<file path="config.mk">
export PLATFORM = sky130hd
export DESIGN_NAME = twd_monitor
export DESIGN_NICKNAME = d
export VERILOG_FILES = /design/src/rtl/twd_pkg.sv /design/src/rtl/twd_sync.sv /design/src/rtl/twd_clk_watch.sv /design/src/rtl/twd_monitor.sv
export SDC_FILE = /design/constraint.sdc
export NUM_CORES = 1
export LEC_CHECK = 0
export ABC_CLOCK_PERIOD_IN_PS = 2600
export BUFFER_PORTS_ARGS = -buffer_cell sky130_fd_sc_hd__buf_2
export CORE_ASPECT_RATIO = 1.4
export CORE_MARGIN = 2
export CORE_UTILIZATION = 59
export DETAILED_ROUTE_END_ITERATION = 8
export PLACE_DENSITY = 0.82
export SLEW_MARGIN = 40
export SYNTH_ARGS = -nofsm -noshare
export SYNTH_HDL_FRONTEND = slang
export SYNTH_SLANG_ARGS = --single-unit
export TNS_END_PERCENT = 20
</file>
<file path="constraint.sdc">
create_clock -name clk -period 2.6 [get_ports clk]
set_input_delay 0.26 -clock clk [delete_from_list [all_inputs] [get_ports clk]]
set_output_delay 0.26 -clock clk [all_outputs]
set_load 0.05 [all_outputs]
</file>
<file path="src/rtl/twd_pkg.sv">
package twd_pkg;

    typedef enum logic [3:0] {
        ST_HUNT,
        ST_IDLE,
        ST_OPC,
        ST_RLEN,
        ST_WLEN,
        ST_RWAIT,
        ST_RBYTE,
        ST_WBYTE,
        ST_WWAIT,
        ST_TURN,
        ST_ARD,
        ST_AWR,
        ST_STOP
    } mon_state_e;

    typedef enum logic [1:0] {
        OP_DATA_RD = 2'd0,
        OP_DATA_WR = 2'd1,
        OP_ADDR_RD = 2'd2,
        OP_ADDR_WR = 2'd3
    } op_e;

endpackage

</file>
<file path="src/rtl/twd_sync.sv">
module twd_sync #(
    parameter int W      = 2,
    parameter int STAGES = 2
) (
    input  logic         clk,
    input  logic         rst_n,
    input  logic [W-1:0] din,
    output logic [W-1:0] dout
);

    logic [W-1:0] pipe [STAGES];

    for (genvar s = 0; s < STAGES; s++) begin : g_stage
        if (s == 0) begin : g_first
            always_ff @(posedge clk) begin
                if (!rst_n) pipe[s] <= '0;
                else        pipe[s] <= din;
            end
        end else begin : g_rest
            always_ff @(posedge clk) begin
                if (!rst_n) pipe[s] <= '0;
                else        pipe[s] <= pipe[s-1];
            end
        end
    end

    assign dout = pipe[STAGES-1];

endmodule

</file>
<file path="src/rtl/twd_clk_watch.sv">
module twd_clk_watch #(
    parameter int LOW_RESET_CYCLES = 2000
) (
    input  logic clk,
    input  logic rst_n,
    input  logic ck_s,
    output logic rise,
    output logic fall,
    output logic bus_rst
);

    localparam int CW = $clog2(LOW_RESET_CYCLES + 1);
    localparam logic [CW-1:0] LIMIT = CW'(LOW_RESET_CYCLES);

    logic          ck_q;
    logic [CW-1:0] low_cnt;

    always_ff @(posedge clk) begin
        if (!rst_n) begin
            ck_q    <= 1'b0;
            low_cnt <= '0;
        end else begin
            ck_q <= ck_s;
            if (ck_s)                 low_cnt <= '0;
            else if (low_cnt != LIMIT) low_cnt <= low_cnt + CW'(1);
        end
    end

    assign rise    = ck_s & ~ck_q;
    assign fall    = ~ck_s & ck_q;
    assign bus_rst = rise && (low_cnt == LIMIT);

    // a bus reset is only recognised at the end of a low interval
    assert_reset_after_low_R2: assert property (@(posedge clk) disable iff (!rst_n)
        bus_rst |-> $past(ck_s == 1'b0));

endmodule

</file>
<file path="src/rtl/twd_monitor.sv">
module twd_monitor
    import twd_pkg::*;
#(
    parameter int LOW_RESET_CYCLES = 2000,
    parameter int SYNC_STAGES      = 2,
    parameter int LEN_W            = 2
) (
    input  logic                        clk,
    input  logic                        rst_n,
    input  logic                        bus_ck,
    input  logic                        bus_d,
    output logic                        frame_valid,
    output logic [1:0]                  frame_op,
    output logic [LEN_W:0]              frame_count,
    output logic [8*(1<<LEN_W)-1:0]     frame_data,
    output logic [7:0]                  frame_addr
);

    localparam int MAX_BYTES = 1 << LEN_W;
    localparam int DATA_W    = 8 * MAX_BYTES;
    localparam int CNT_W     = LEN_W + 1;

    logic [1:0] lines_s;
    logic       ck_s, d_s;
    logic       rise, fall, bus_rst;

    twd_sync #(.W(2), .STAGES(SYNC_STAGES)) u_sync (
        .clk  (clk),
        .rst_n(rst_n),
        .din  ({bus_ck, bus_d}),
        .dout (lines_s)
    );

    assign ck_s = lines_s[1];
    assign d_s  = lines_s[0];

    twd_clk_watch #(.LOW_RESET_CYCLES(LOW_RESET_CYCLES)) u_watch (
        .clk    (clk),
        .rst_n  (rst_n),
        .ck_s   (ck_s),
        .rise   (rise),
        .fall   (fall),
        .bus_rst(bus_rst)
    );

    mon_state_e         state, nxt;
    logic [2:0]         bit_cnt;
    logic [7:0]         shift_q, nb;
    logic [1:0]         op_q, op_new;
    logic [LEN_W-1:0]   len_q, len_new, byte_idx;
    logic [DATA_W-1:0]  pay_q;
    logic [7:0]         addr_q;
    logic               last_bit, last_byte, shift_en;

    assign nb        = {d_s, shift_q[7:1]};
    assign op_new    = nb[7:6];
    assign len_new   = nb[7 -: LEN_W];
    assign last_bit  = (bit_cnt == 3'd7);
    assign last_byte = (byte_idx == len_q);

    always_comb begin
        shift_en = 1'b0;
        case (state)
            ST_OPC, ST_RLEN, ST_WLEN, ST_WBYTE, ST_AWR: shift_en = rise;
            ST_RBYTE, ST_ARD:                           shift_en = fall;
            default:                                    shift_en = 1'b0;
        endcase
    end

    always_comb begin
        nxt = state;
        unique case (state)
            ST_HUNT:  nxt = ST_HUNT;
            ST_IDLE:  if (rise) nxt = ST_OPC;
            ST_OPC:   if (rise && bit_cnt == 3'd1) begin
                          unique case (op_e'(op_new))
                              OP_DATA_RD: nxt = ST_RLEN;
                              OP_DATA_WR: nxt = ST_WLEN;
                              OP_ADDR_RD: nxt = ST_TURN;
                              OP_ADDR_WR: nxt = ST_AWR;
                          endcase
                      end
            ST_RLEN:  if (rise && bit_cnt == 3'(LEN_W-1)) nxt = ST_RWAIT;
            ST_WLEN:  if (rise && bit_cnt == 3'(LEN_W-1)) nxt = ST_WBYTE;
            ST_RWAIT: if (fall && d_s) nxt = ST_RBYTE;
            ST_RBYTE: if (fall && last_bit && last_byte) nxt = ST_STOP;
            ST_WBYTE: if (rise && last_bit && last_byte) nxt = ST_WWAIT;
            ST_WWAIT: if (fall && d_s) nxt = ST_STOP;
            ST_TURN:  if (fall) nxt = ST_ARD;
            ST_ARD:   if (fall && last_bit) nxt = ST_STOP;
            ST_AWR:   if (rise && last_bit) nxt = ST_STOP;
            ST_STOP:  if (rise) nxt = ST_IDLE;
        endcase
        if (bus_rst) nxt = ST_IDLE;
    end

    always_ff @(posedge clk) begin
        if (!rst_n) state <= ST_HUNT;
        else        state <= nxt;
    end

    always_ff @(posedge clk) begin
        if (!rst_n) begin
            bit_cnt     <= '0;
            shift_q     <= '0;
            op_q        <= '0;
            len_q       <= '0;
            byte_idx    <= '0;
            pay_q       <= '0;
            addr_q      <= '0;
            frame_valid <= 1'b0;
            frame_op    <= '0;
            frame_count <= '0;
            frame_data  <= '0;
            frame_addr  <= '0;
        end else begin
            frame_valid <= 1'b0;
            if (bus_rst) begin
                bit_cnt <= '0;
            end else begin
                if (shift_en) begin
                    shift_q <= nb;
                    bit_cnt <= bit_cnt + 3'd1;
                end
                case (state)
                    ST_IDLE: if (rise) begin
                        bit_cnt  <= '0;
                        op_q     <= '0;
                        len_q    <= '0;
                        byte_idx <= '0;
                        pay_q    <= '0;
                        addr_q   <= '0;
                    end
                    ST_OPC: if (rise && bit_cnt == 3'd1) begin
                        op_q    <= op_new;
                        bit_cnt <= '0;
                    end
                    ST_RLEN, ST_WLEN: if (rise && bit_cnt == 3'(LEN_W-1)) begin
                        len_q   <= len_new;
                        bit_cnt <= '0;
                    end
                    ST_WBYTE: if (rise && last_bit) begin
                        pay_q[{byte_idx, 3'b000} +: 8] <= nb;
                        byte_idx <= byte_idx + LEN_W'(1);
                    end
                    ST_RBYTE: if (fall && last_bit) begin
                        pay_q[{byte_idx, 3'b000} +: 8] <= nb;
                        byte_idx <= byte_idx + LEN_W'(1);
                    end
                    ST_AWR: if (rise && last_bit) addr_q <= nb;
                    ST_ARD: if (fall && last_bit) addr_q <= nb;
                    ST_STOP: if (rise) begin
                        frame_valid <= 1'b1;
                        frame_op    <= op_q;
                        frame_count <= op_q[1] ? '0 : CNT_W'(len_q) + CNT_W'(1);
                        frame_data  <= pay_q;
                        frame_addr  <= addr_q;
                    end
                    default: ;
                endcase
            end
        end
    end

    // leaving the hunt state is only possible towards idle
    assert_hunt_exit_R1: assert property (@(posedge clk) disable iff (!rst_n)
        (state == ST_HUNT) |=> (state == ST_HUNT || state == ST_IDLE));

    // a bus reset always lands in idle
    assert_reset_to_idle_R2: assert property (@(posedge clk) disable iff (!rst_n)
        bus_rst |=> (state == ST_IDLE));

    // address frames carry no byte count
    assert_addr_count_zero_R4: assert property (@(posedge clk) disable iff (!rst_n)
        (frame_valid && frame_op[1]) |-> (frame_count == '0));

    // data frames report between one and the maximum byte count
    assert_data_count_range_R6: assert property (@(posedge clk) disable iff (!rst_n)
        (frame_valid && !frame_op[1]) |-> (frame_count != '0 && frame_count <= CNT_W'(MAX_BYTES)));

    // the strobe lasts one cycle and follows the stop phase
    assert_strobe_single_R10: assert property (@(posedge clk) disable iff (!rst_n)
        frame_valid |=> !frame_valid);

    assert_strobe_after_stop_R10: assert property (@(posedge clk) disable iff (!rst_n)
        frame_valid |-> ($past(state) == ST_STOP));

endmodule

</file>
# ---- Yosys cells after proc, flatten, opt, wreduce, memory -nomap -nowiden
# Memories as Yosys holds them, arrays and structs flattened.
# Index checks and enable logic that the tools add are counted.
dict set report totals {
  ff_bits 119
  ramBits 4
  mem_count 1
  inputBits 4
  wordCells 150
  output_inout_bits 46
}
dict set report classes {
  shift 2
  bitwise 9
  muxes 42
  n_eq_ne 47
  reduce_logical 28
  n_addsub 5
}
# memory depth word_bits rd rd_ports_with_merged_regs wr line
set mem_list {}
lappend mem_list {u_sync.pipe 2 2 2 0 2 twd_sync.sv:11} ;# logic [W-1:0] pipe [STAGES];
# cell n
set op_table {}
lappend op_table {{$mux 32} 3}
lappend op_table {{$pmux 32 s3} 1}
lappend op_table {{$pmux 4 s13} 1}
lappend op_table {{$mux 4} 12}
lappend op_table {{$ne 3x3->1 const B} 12}
lappend op_table {{$bwmux 32} 1}
lappend op_table {{$shift 8x7->32 const A} 1}
lappend op_table {{$shiftx 8x7->32} 1}
lappend op_table {{$ne 2x2->1 const B} 15}
lappend op_table {{$mux 8} 3}
lappend op_table {{$pmux 8 s3} 1}
lappend op_table {{$reduce_and 12->1} 2}
lappend op_table {{$eq 4x4->1 const B} 5}
lappend op_table {{$eq 4x3->1 const B} 4}
lappend op_table {{$pmux 4 s4} 1}
lappend op_table {{$mux 2} 6}
lappend op_table {{$mux 3} 4}
lappend op_table {{$add 11x1->11 const B} 1}
lappend op_table {{$eq 11x11->1 const B} 1}
lappend op_table {{$ne 11x11->1 const B} 1}
lappend op_table {{$reduce_and 5->1} 2}
lappend op_table {{$eq 4x2->1 const B} 2}
lappend op_table {{$pmux 2 s2} 2}
lappend op_table {{$reduce_and 4->1} 2}
lappend op_table {{other kinds (27)} 49}

# ---- Longest topological paths before layout
# Gate-level depths: netlist of the first run.
# An unclocked memory read counts as a cell.
dict set report depth {
  depth_word 8
  ltp_mapped 9
}

# ---- Hierarchy
# From an unflattened synthesis of the first run, not the netlist that was laid out.
dict set report hier_totals {
  hier_cells 630
  hier_area_um2 5542.8
}
# mod cells_each area_each_um2 n_inst
set modules_own_cells {}
lappend modules_own_cells {twd_monitor 553 4812.1 1}
lappend modules_own_cells {twd_clk_watch 69 625.6 1}
lappend modules_own_cells {twd_sync 8 105.1 1}

# ---- Least setup slack after synthesis of the first run
# Ideal clock, no wire load.
dict set report synth_path {
  path_kind {reg2reg}
  from {register bit_cnt[0]}
  to {register pay_q[24]}
  slack_ps 701
  n_path_buf 0
  t_arrival_ps 1823
  synth_period_minus_slack_ps 1899
  required_ps 2524
  setup_time_ps 76
  path_stages_with_launch 9
  cell_sequence {dfxtp_1 ha_1 ha_1 nand3b_1 a21oi_1 o311ai_2 a21oi_1 nand3_1 a21boi_0}
}
dict set report synth_between {
  elab_chain_len 4
  elab_cells_between_ends 6
  classes_between {eq/ne: 3; reduce/logical: 3}
}
# item line
set synth_lines {}
lappend synth_lines {{start: declaration} twd_monitor.sv:47} ;# logic [2:0] bit_cnt;
lappend synth_lines {{start signal: assignment} twd_monitor.sv:123} ;# bit_cnt <= bit_cnt + 3'd1;
lappend synth_lines {{$eq 3x3->1 *} twd_monitor.sv:58} ;# assign last_bit = (bit_cnt == 3'd7);
lappend synth_lines {{$logic_and 1x1->1, on equally long branches} {twd_monitor.sv:142, twd_monitor.sv:146}}
lappend synth_lines {{$ne 2x2->1 (no source line)} -}
lappend synth_lines {{$reduce_and 5->1 (no source line) *} -}
lappend synth_lines {{end signal: indexed assignment} twd_monitor.sv:143} ;# pay_q[{byte_idx, 3'b000} +: 8] <= nb;
lappend synth_lines {{end signal: indexed assignment} twd_monitor.sv:147} ;# pay_q[{byte_idx, 3'b000} +: 8] <= nb;
lappend synth_lines {{end: declaration} twd_monitor.sv:51} ;# logic [DATA_W-1:0] pay_q;
# Every way passes the cells marked *; elsewhere a longest branch is shown, timed or not.
# A chain may end at the register's enable or synchronous reset.

# ---- Worst setup path in the final report of the first run
dict set report layout_path {
  from {register bit_cnt[0]}
  to {register pay_q[21]}
}
# Same word-level chain as after synthesis.

==> summary.txt, run 1 <==
Clocking
  • Clock Sinks: 122
  • Post-CTS setup buffer count: 0
  • # hold bufs at CTS: 0
  • CTS tree: done
  • CTS root buf: clkbuf_16
  • Post_cts resized: 0
  • CTS H-Tree Depth: 4
  • Skew-Pair Late Insertion Delay: 0.42 ns
  • Max Root-Sink Buffers: 2
  • CTS Buf Count: 17
  • Worst-path clk slew: 0.06 ns

GRT
  • Gr usage total: 0.265
  • Vias in the first global route: 4501
  • GRT overflow: 0
  • Largest net degree at the start of global routing: 47
  • First-pass GRT wire length: 20800 um
  • Initial antenna violation count: 0

STA
  • Max Slew Vio Count: 0
  • Min cycle time layout: 2.33 ns
  • Period utilization: 0.897
  • FMAX: 429 MHz
  • Unrepaired setup endpoints after global routing: false
  • Slew at the pin closest to its max-slew limit: 0.729 ns
  • Final setup violating endpoints: 0
  • Worst slew margin: 0.514
  • Hold Vio Cnt, Final: 0
  • Sum Neg Setup Slack: 0 ns
  • Setup Skew: 0.00884 ns

Synthesis
  • Post-synth ARST share: 0
  • Post-synth top flop: dfxtp_1
  • Most frequent cell after synthesis: nand2_1
  • Synth area leader: dfxtp_1
  • Yosys cell types: 53
  • Yosys top cell area share: 0.455
  • Post-synth EDFFs: 0
  • Post-Synthesis Cells: 630
  • Synth Net Count: 648
  • #FFs+latches synth: 122
  • Synth top cells by count: 145 x nand2_1, 122 x dfxtp_1, 59 x a21boi_0
  • Synth Area per Inst: 8.52 um2
  • Synth area leaders: dfxtp_1 45%, nand2_1 10%, a21boi_0 8.2%
  • Syn Std Cell Area: 5370 um2
  • Seq/Total Area, Yosys: 0.455
  • Synth warn: 0

Critical path
  • CP max stage cell: o311ai_2
  • WP depth: 8
  • R2r setup slk: 0.27 ns
  • Arrival time worst endpoint: 2.67 ns
  • Crit path from: bit_cnt[0]$_SDFF_PP0_
  • Max stage delay on crit path: 0.70 ns
  • Crit-path cells: ha_1, ha_1, nand3b_1, a21oi_1, o311ai_2, a21o_1, nand2_1, a21boi_0
  • Worst Path Required: 2.94 ns
  • Reg2reg end: pay_q[21]$_SDFFE_PN0P_
  • CP Max Fanout: 8
  • Critical path class: reg2reg
  • Startpoint of the worst register-to-register path: bit_cnt[0]$_SDFF_PP0_
  • Worst path bufs/invs: 0
  • Critical path startpoint category: register
  • Most common cell on crit path: ha_1
  • Worst reg2reg path depth: 8
  • CP Capture Type: register
  • Delay-heaviest family, CP: compound AO/OA/AOI/OAI gates

Die
  • Row cnt: 41
  • I/O pin cnt: 50
  • Starting Density: 0.601
  • Chip Width: 84.6 um
  • Die ar.: 9890 um2
  • Die H: 117 um
  • Core area: 8930 um2

Routing
  • Met3 WL: 541 um
  • Drt wl/cell: 15.6 um
  • Vias: 4601
  • Final wirelength: 12500 um
  • WL met2: 6470 um
  • Iter 0 DRT Violations: 343
  • Top Metal Used: met4
  • Drt drc: 0
  • Post-Route M1 WL: 4980 um
  • Vias/cell: 5.74
  • Antenna Nets Post-Route: 0
  • Drt pass-1 iters: 5

Power and ir drop
  • PnR Total Power: 4.68 mW
  • Power per cell area: 730 nW/um2
  • Leak: 2.45 nW
  • Maximum VDD drop: 0.668 mV

Flow run
  • Max cap viols: 0

Worst hold path
  • Hold depth: 2
  • Worst Hold End: u_sync.pipe[0][1]$_SDFF_PN0_
  • Hold Crit Class: in2reg
  • Hold_sp: bus_ck

Placement
  • HPWL Detailed: 8370 um
  • Inst Count DP: 770
  • Port-buffer cells: 49
  • Final Wtd Congestion: 0.956

Final layout
  • Layout Cells excl Fill: 802
  • Final Core Density: 0.718
  • Fraction of layout cells with a size suffix above 1: 0.157
  • Area growth syn-to-layout: 19.4%
  • Antenna Cells: 0
  • Nets@finish: 700
  • Fillers: 683

Outcome
  • Run status: finished clean
[cell type report]
cell class | instances | area, um2 | area share
multi-input cells | 462 | 2740 | 0.427
flip-flops and latches | 122 | 2440 | 0.381
clock buffers | 20 | 437 | 0.0681
repair buffers | 68 | 400 | 0.0625
clock inverters | 12 | 220 | 0.0344
well taps | 107 | 134 | 0.0209
inverters | 11 | 41.3 | 0.00644
[flip-flops by register name (all words and copies together), names as in the netlist]
signal	flops
frame_data	32
pay_q	32
u_watch.low_cnt	11
addr_q	8
frame_addr	8
shift_q	7
state	4
u_sync.pipe	4
bit_cnt	3
frame_count	3
byte_idx	2
frame_op	2
len_q	2
op_q	2
frame_valid	1
u_watch.ck_q	1
[worst max-delay path by stage]
| stage | end | slack (ns) |
|---|---|---|
| 6_report | pay_q[21]$_SDFFE_PN0P_ | 0.27 |
| 5_1_grt | pay_q[21]$_SDFFE_PN0P_ | 0.1 |
| 4_1_cts | pay_q[21]$_SDFFE_PN0P_ | 0.28 |
| 3_5_place_dp | pay_q[21]$_SDFFE_PN0P_ | 0.31 |
| 3_3_place_gp | state[1]$_SDFFE_PP0P_ | 0.46 |
| 2_1_floorplan | pay_q[24]$_SDFFE_PN0P_ | 0.70 |
[metrics by stage]
stage | hold slack [ns] | cell area, um2 | worst slack (ns)
6_report | 0.0523 | 6410 | 0.268
4_1_cts | 0.0365 | 6410 | 0.279
3_3_place_gp | 0.413 | 5750 | 0.457
3_5_place_dp | 0.419 | 5750 | 0.306
2_1_floorplan | 0.387 | 5370 | 0.701
5_1_grt | 0.0527 | 6410 | 0.0975
[routing by layer]
metal / up-vias / GRT usage
met1: 2158 / 0.284
met3: 41 / 0.0596
met4: 0 / 0.170
met2: 133 / 0.470
li1: 2269 / -
met5: - / 0
[power by group]
group | switching [mW] | internal (mW) | total, mW | leakage [nW]
sequential | 0.0144 | 1.88 | 1.89 | 0.984
combinational | 0.0828 | 0.0559 | 0.139 | 1.15
clock | 0.852 | 1.80 | 2.65 | 0.318
total | 0.949 | 3.73 | 4.68 | 2.45
[cell families (layout without fill, tap and decap cells)]
logic type / Yosys count / after routing / synth area share
buffers and inverters: 46 / 111 / 0.0357
flip-flops: 122 / 122 / 0.455
multiplexers: 9 / 9 / 0.0168
XOR/XNOR: 10 / 10 / 0.0163
adder cells (fa/ha/maj): 14 / 14 / 0.0326
AND/OR/NAND/NOR: 283 / 283 / 0.249
AO/OA/AOI/OAI: 146 / 146 / 0.195
[cells in the final DEF (no fill, tap or decap), drive strengths merged, types with 2 or more instances in the layout]
cell type and count:
xnor2 3, xor2 7, a21boi 82, a21o 4
a22oi 11, nor3 8, clkinv 4, buf 68
o22ai 3, a31oi 4, inv 12, or2 3
nor2 26, dfxtp 122, nor4b 3, nand2b 4
nor4 2, o21ai 12, and2b 3, ha 14
nand3 43, clkbuf 20, or3 7, nor2b 14
a21oi 19, and4 2, and2 10, nand2 145
nand4 5, nand3b 4, bufinv 6, mux2i 9
No activity file was read; power rests on OpenSTA's default activity.
==> run 2, diff against run 1 <==
Settings changed: BUFFER_PORTS_ARGS -buffer_cell sky130_fd_sc_hd__buf_2 to default, CORE_UTILIZATION 59 to 60, DONT_BUFFER_PORTS from default to 1, MAX_ROUTING_LAYER from default to met4, PLACE_DENSITY 0.82 to 0.79.
==> run 2 against run 1 <==
  * Via count decreased by 4.8%
  * Setup slack improved by 0.078 ns
  * Non-clock buffer count decreased by 44
==> summary.txt, run 2 (synthesis results as in run 1) <==
Power and ir drop
  • Power per cell area: 757 nW/um2 (+3.7%)
  • PnR Total Power: 4.74 mW (+1.2%)
  • Maximum VDD drop: 0.590 mV (-12%)
  • Leak: 2.21 nW (-9.8%)

Die
  • I/O pin cnt: 50 (unchanged)
  • Row cnt: 40 (-2.4%)
  • Starting Density: 0.620 (+0.0186)
  • Core area: 8660 um2 (-3.0%)
  • Chip Width: 83.9 um (-0.80%)
  • Die ar.: 9730 um2 (-1.6%)
  • Die H: 116 um (-0.81%)

Outcome
  • Run status: finished clean

Final layout
  • Most frequent cells in the layout: 145 x nand2_1, 122 x dfxtp_1, 59 x a21boi_0, 43 x nand3_1, 26 x nor2_1
  • Antenna Cells: 0 (unchanged)
  • Area growth syn-to-layout: 16.5%
  • Fraction of layout cells with a size suffix above 1: 0.0952 (-0.0616)
  • Biggest regs: frame_data x32, pay_q x32, u_watch.low_cnt x11
  • Most common cell after layout, fill and taps aside: nand2_1
  • Layout Cells excl Fill: 756 (-5.7%)
  • Nets@finish: 656 (-6.3%)
  • Design Area, Final: 6260 um2 (-2.4%)

Worst hold path
  • Hold Crit Class: in2reg

Clocking
  • Max Root-Sink Buffers: 2 (unchanged)
  • Post_cts resized: 0 (unchanged)
  • CTS tree: done
  • Post-CTS setup buffer count: 0 (unchanged)
  • Skew-Pair Late Insertion Delay: 0.42 ns (about the same)
  • CTS H-Tree Depth: 4 (unchanged)
  • CTS Buf Count: 17 (unchanged)
  • # hold bufs at CTS: 6 (+6)
  • CTS root buf: clkbuf_16
  • Clock Sinks: 122 (unchanged)
  • Worst-path clk slew: 0.06 ns (about the same)

GRT
  • GR Util met1: 0.314 (+0.0296)
  • Met2 GRT Util: 0.485 (+0.0150)
  • Gr usage total: 0.287 (+0.0226)
  • Largest net degree at the start of global routing: 86 (+83%)
  • Met3 Use GR: 0.0741 (+0.0145)
  • Vias in the first global route: 4304 (-4.4%)
  • Initial antenna violation count: 0 (unchanged)
  • GRT overflow: 0 (unchanged)
  • GRT busiest layer: met2
  • First-pass GRT wire length: 21200 um (+2.1%)

Routing
  • Vias: 4382 (-4.8%)
  • Drt drc: 0 (unchanged)
  • Antenna Nets Post-Route: 0 (unchanged)
  • Drt wl/cell: 17.0 um (+9.3%)
  • Drt pass-1 iters: 5 (unchanged)
  • Iter 0 DRT Violations: 276 (-20%)
  • Vias/cell: 5.80 (+1.0%)
  • Final wirelength: 12900 um (+3.0%)

Placement
  • Post-place instance area: 5500 um2 (-4.4%)
  • Inst Count DP: 718 (-6.8%)
  • Final Wtd Congestion: 0.925 (-3.2%)
  • HPWL Detailed: 8180 um (-2.3%)
  • Port-buffer cells: 0 (-100%)

STA
  • Period utilization: 0.867 (-0.0302)
  • Max Slew Vio Count: 0 (unchanged)
  • Setup Skew: 0.0103 ns (+0.00146 ns)
  • Slew at the pin closest to its max-slew limit: 0.639 ns (-0.0897 ns)
  • Worst slew margin: 0.573 (+0.0599)
  • Unrepaired setup endpoints after global routing: false
  • Final setup violating endpoints: 0 (unchanged)
  • Sum Neg Setup Slack: 0 ns (unchanged)
  • Min cycle time layout: 2.25 ns (-0.0785 ns)
  • Hold Vio Cnt, Final: 0 (unchanged)
  • FMAX: 444 MHz (+3.5%)
  • Hold slack: 0.0158 ns (-0.0365 ns)

Critical path
  • Worst Path Required: 2.94 ns (about the same)
  • Arrival time worst endpoint: 2.59 ns (-0.08 ns)
  • Critical path class: reg2reg
  • CP Capture Type: register
  • Critical path startpoint category: register
  • CP Max Fanout: 8 (unchanged)

Flow run
  • Max cap viols: 0 (unchanged)
-- run 2: changes by cell type in the layout (fill, tap and decap cells not counted), sizes merged --
cell,delta
buf,-49
clkbuf,-1
clkinv,-3
clkinvlp,+2
dlygate4sd3,+5
inv,+2
-- run 2: path summary, 6_finish.rpt --
check	startpoint	end	slack [ns]	cells past startpoint
worst max-delay path	bit_cnt[0]$_SDFF_PP0_	pay_q[22]$_SDFFE_PN0P_	0.35	8
worst min-delay path	rst_n	pay_q[30]$_SDFFE_PN0P_	0.02	1
worst max register to register	bit_cnt[0]$_SDFF_PP0_	pay_q[22]$_SDFFE_PN0P_	0.35	8
worst min register to register	u_sync.pipe[0][0]$_SDFF_PN0_	u_sync.pipe[1][0]$_SDFF_PN0_	0.43	1
-- run 2: per-layer routing --
| metal | part of all wire | wire (um) | up-vias |
|---|---|---|---|
| met4 | 0.031 | 402 | 0 |
| li1 | - | - | 2183 |
| met2 | 0.52 | 6740 | 116 |
| met3 | 0.043 | 559 | 26 |
| met5 | 0 | 0 | - |
| met1 | 0.40 | 5160 | 2057 |
-- run 2: cell type report --
| type | count | area [um2] |
|---|---|---|
| Multi-Input combinational cell | 462 | 2740 |
| Sequential cell | 122 | 2440 |
| Fill cell | 676 | 2400 |
| Clock buffer | 19 | 443 |
| Clock inverter | 13 | 238 |
| Timing Repair Buffer | 24 | 225 |
| Tap cell | 105 | 131 |
| Inverter | 11 | 41.3 |
-- run 2: critical path, cell delays in order (launching register included) --
cell and delay, ns:
dfxtp_1 0.34, ha_1 0.20, ha_1 0.21, nand3b_1 0.10
a21oi_1 0.10, o311ai_2 0.63, a21o_1 0.30, nand2_1 0.11
a21boi_0 0.19
-- run 2: through the flow --
step	setup WS (ns)	util
2_1_floorplan	0.701	-
3_3_place_gp	0.487	0.635
3_5_place_dp	0.405	0.635
4_1_cts	0.299	0.723
5_1_grt	0.172	0.723
6_report	0.346	0.723
-- run 2: where the power goes --
part           switching [mW]  leakage [nW]  total, mW  internal [mW]
clock network           0.869         0.321       2.70           1.83
registers              0.0117         0.984       1.89           1.88
logic                  0.0834         0.905      0.146         0.0626
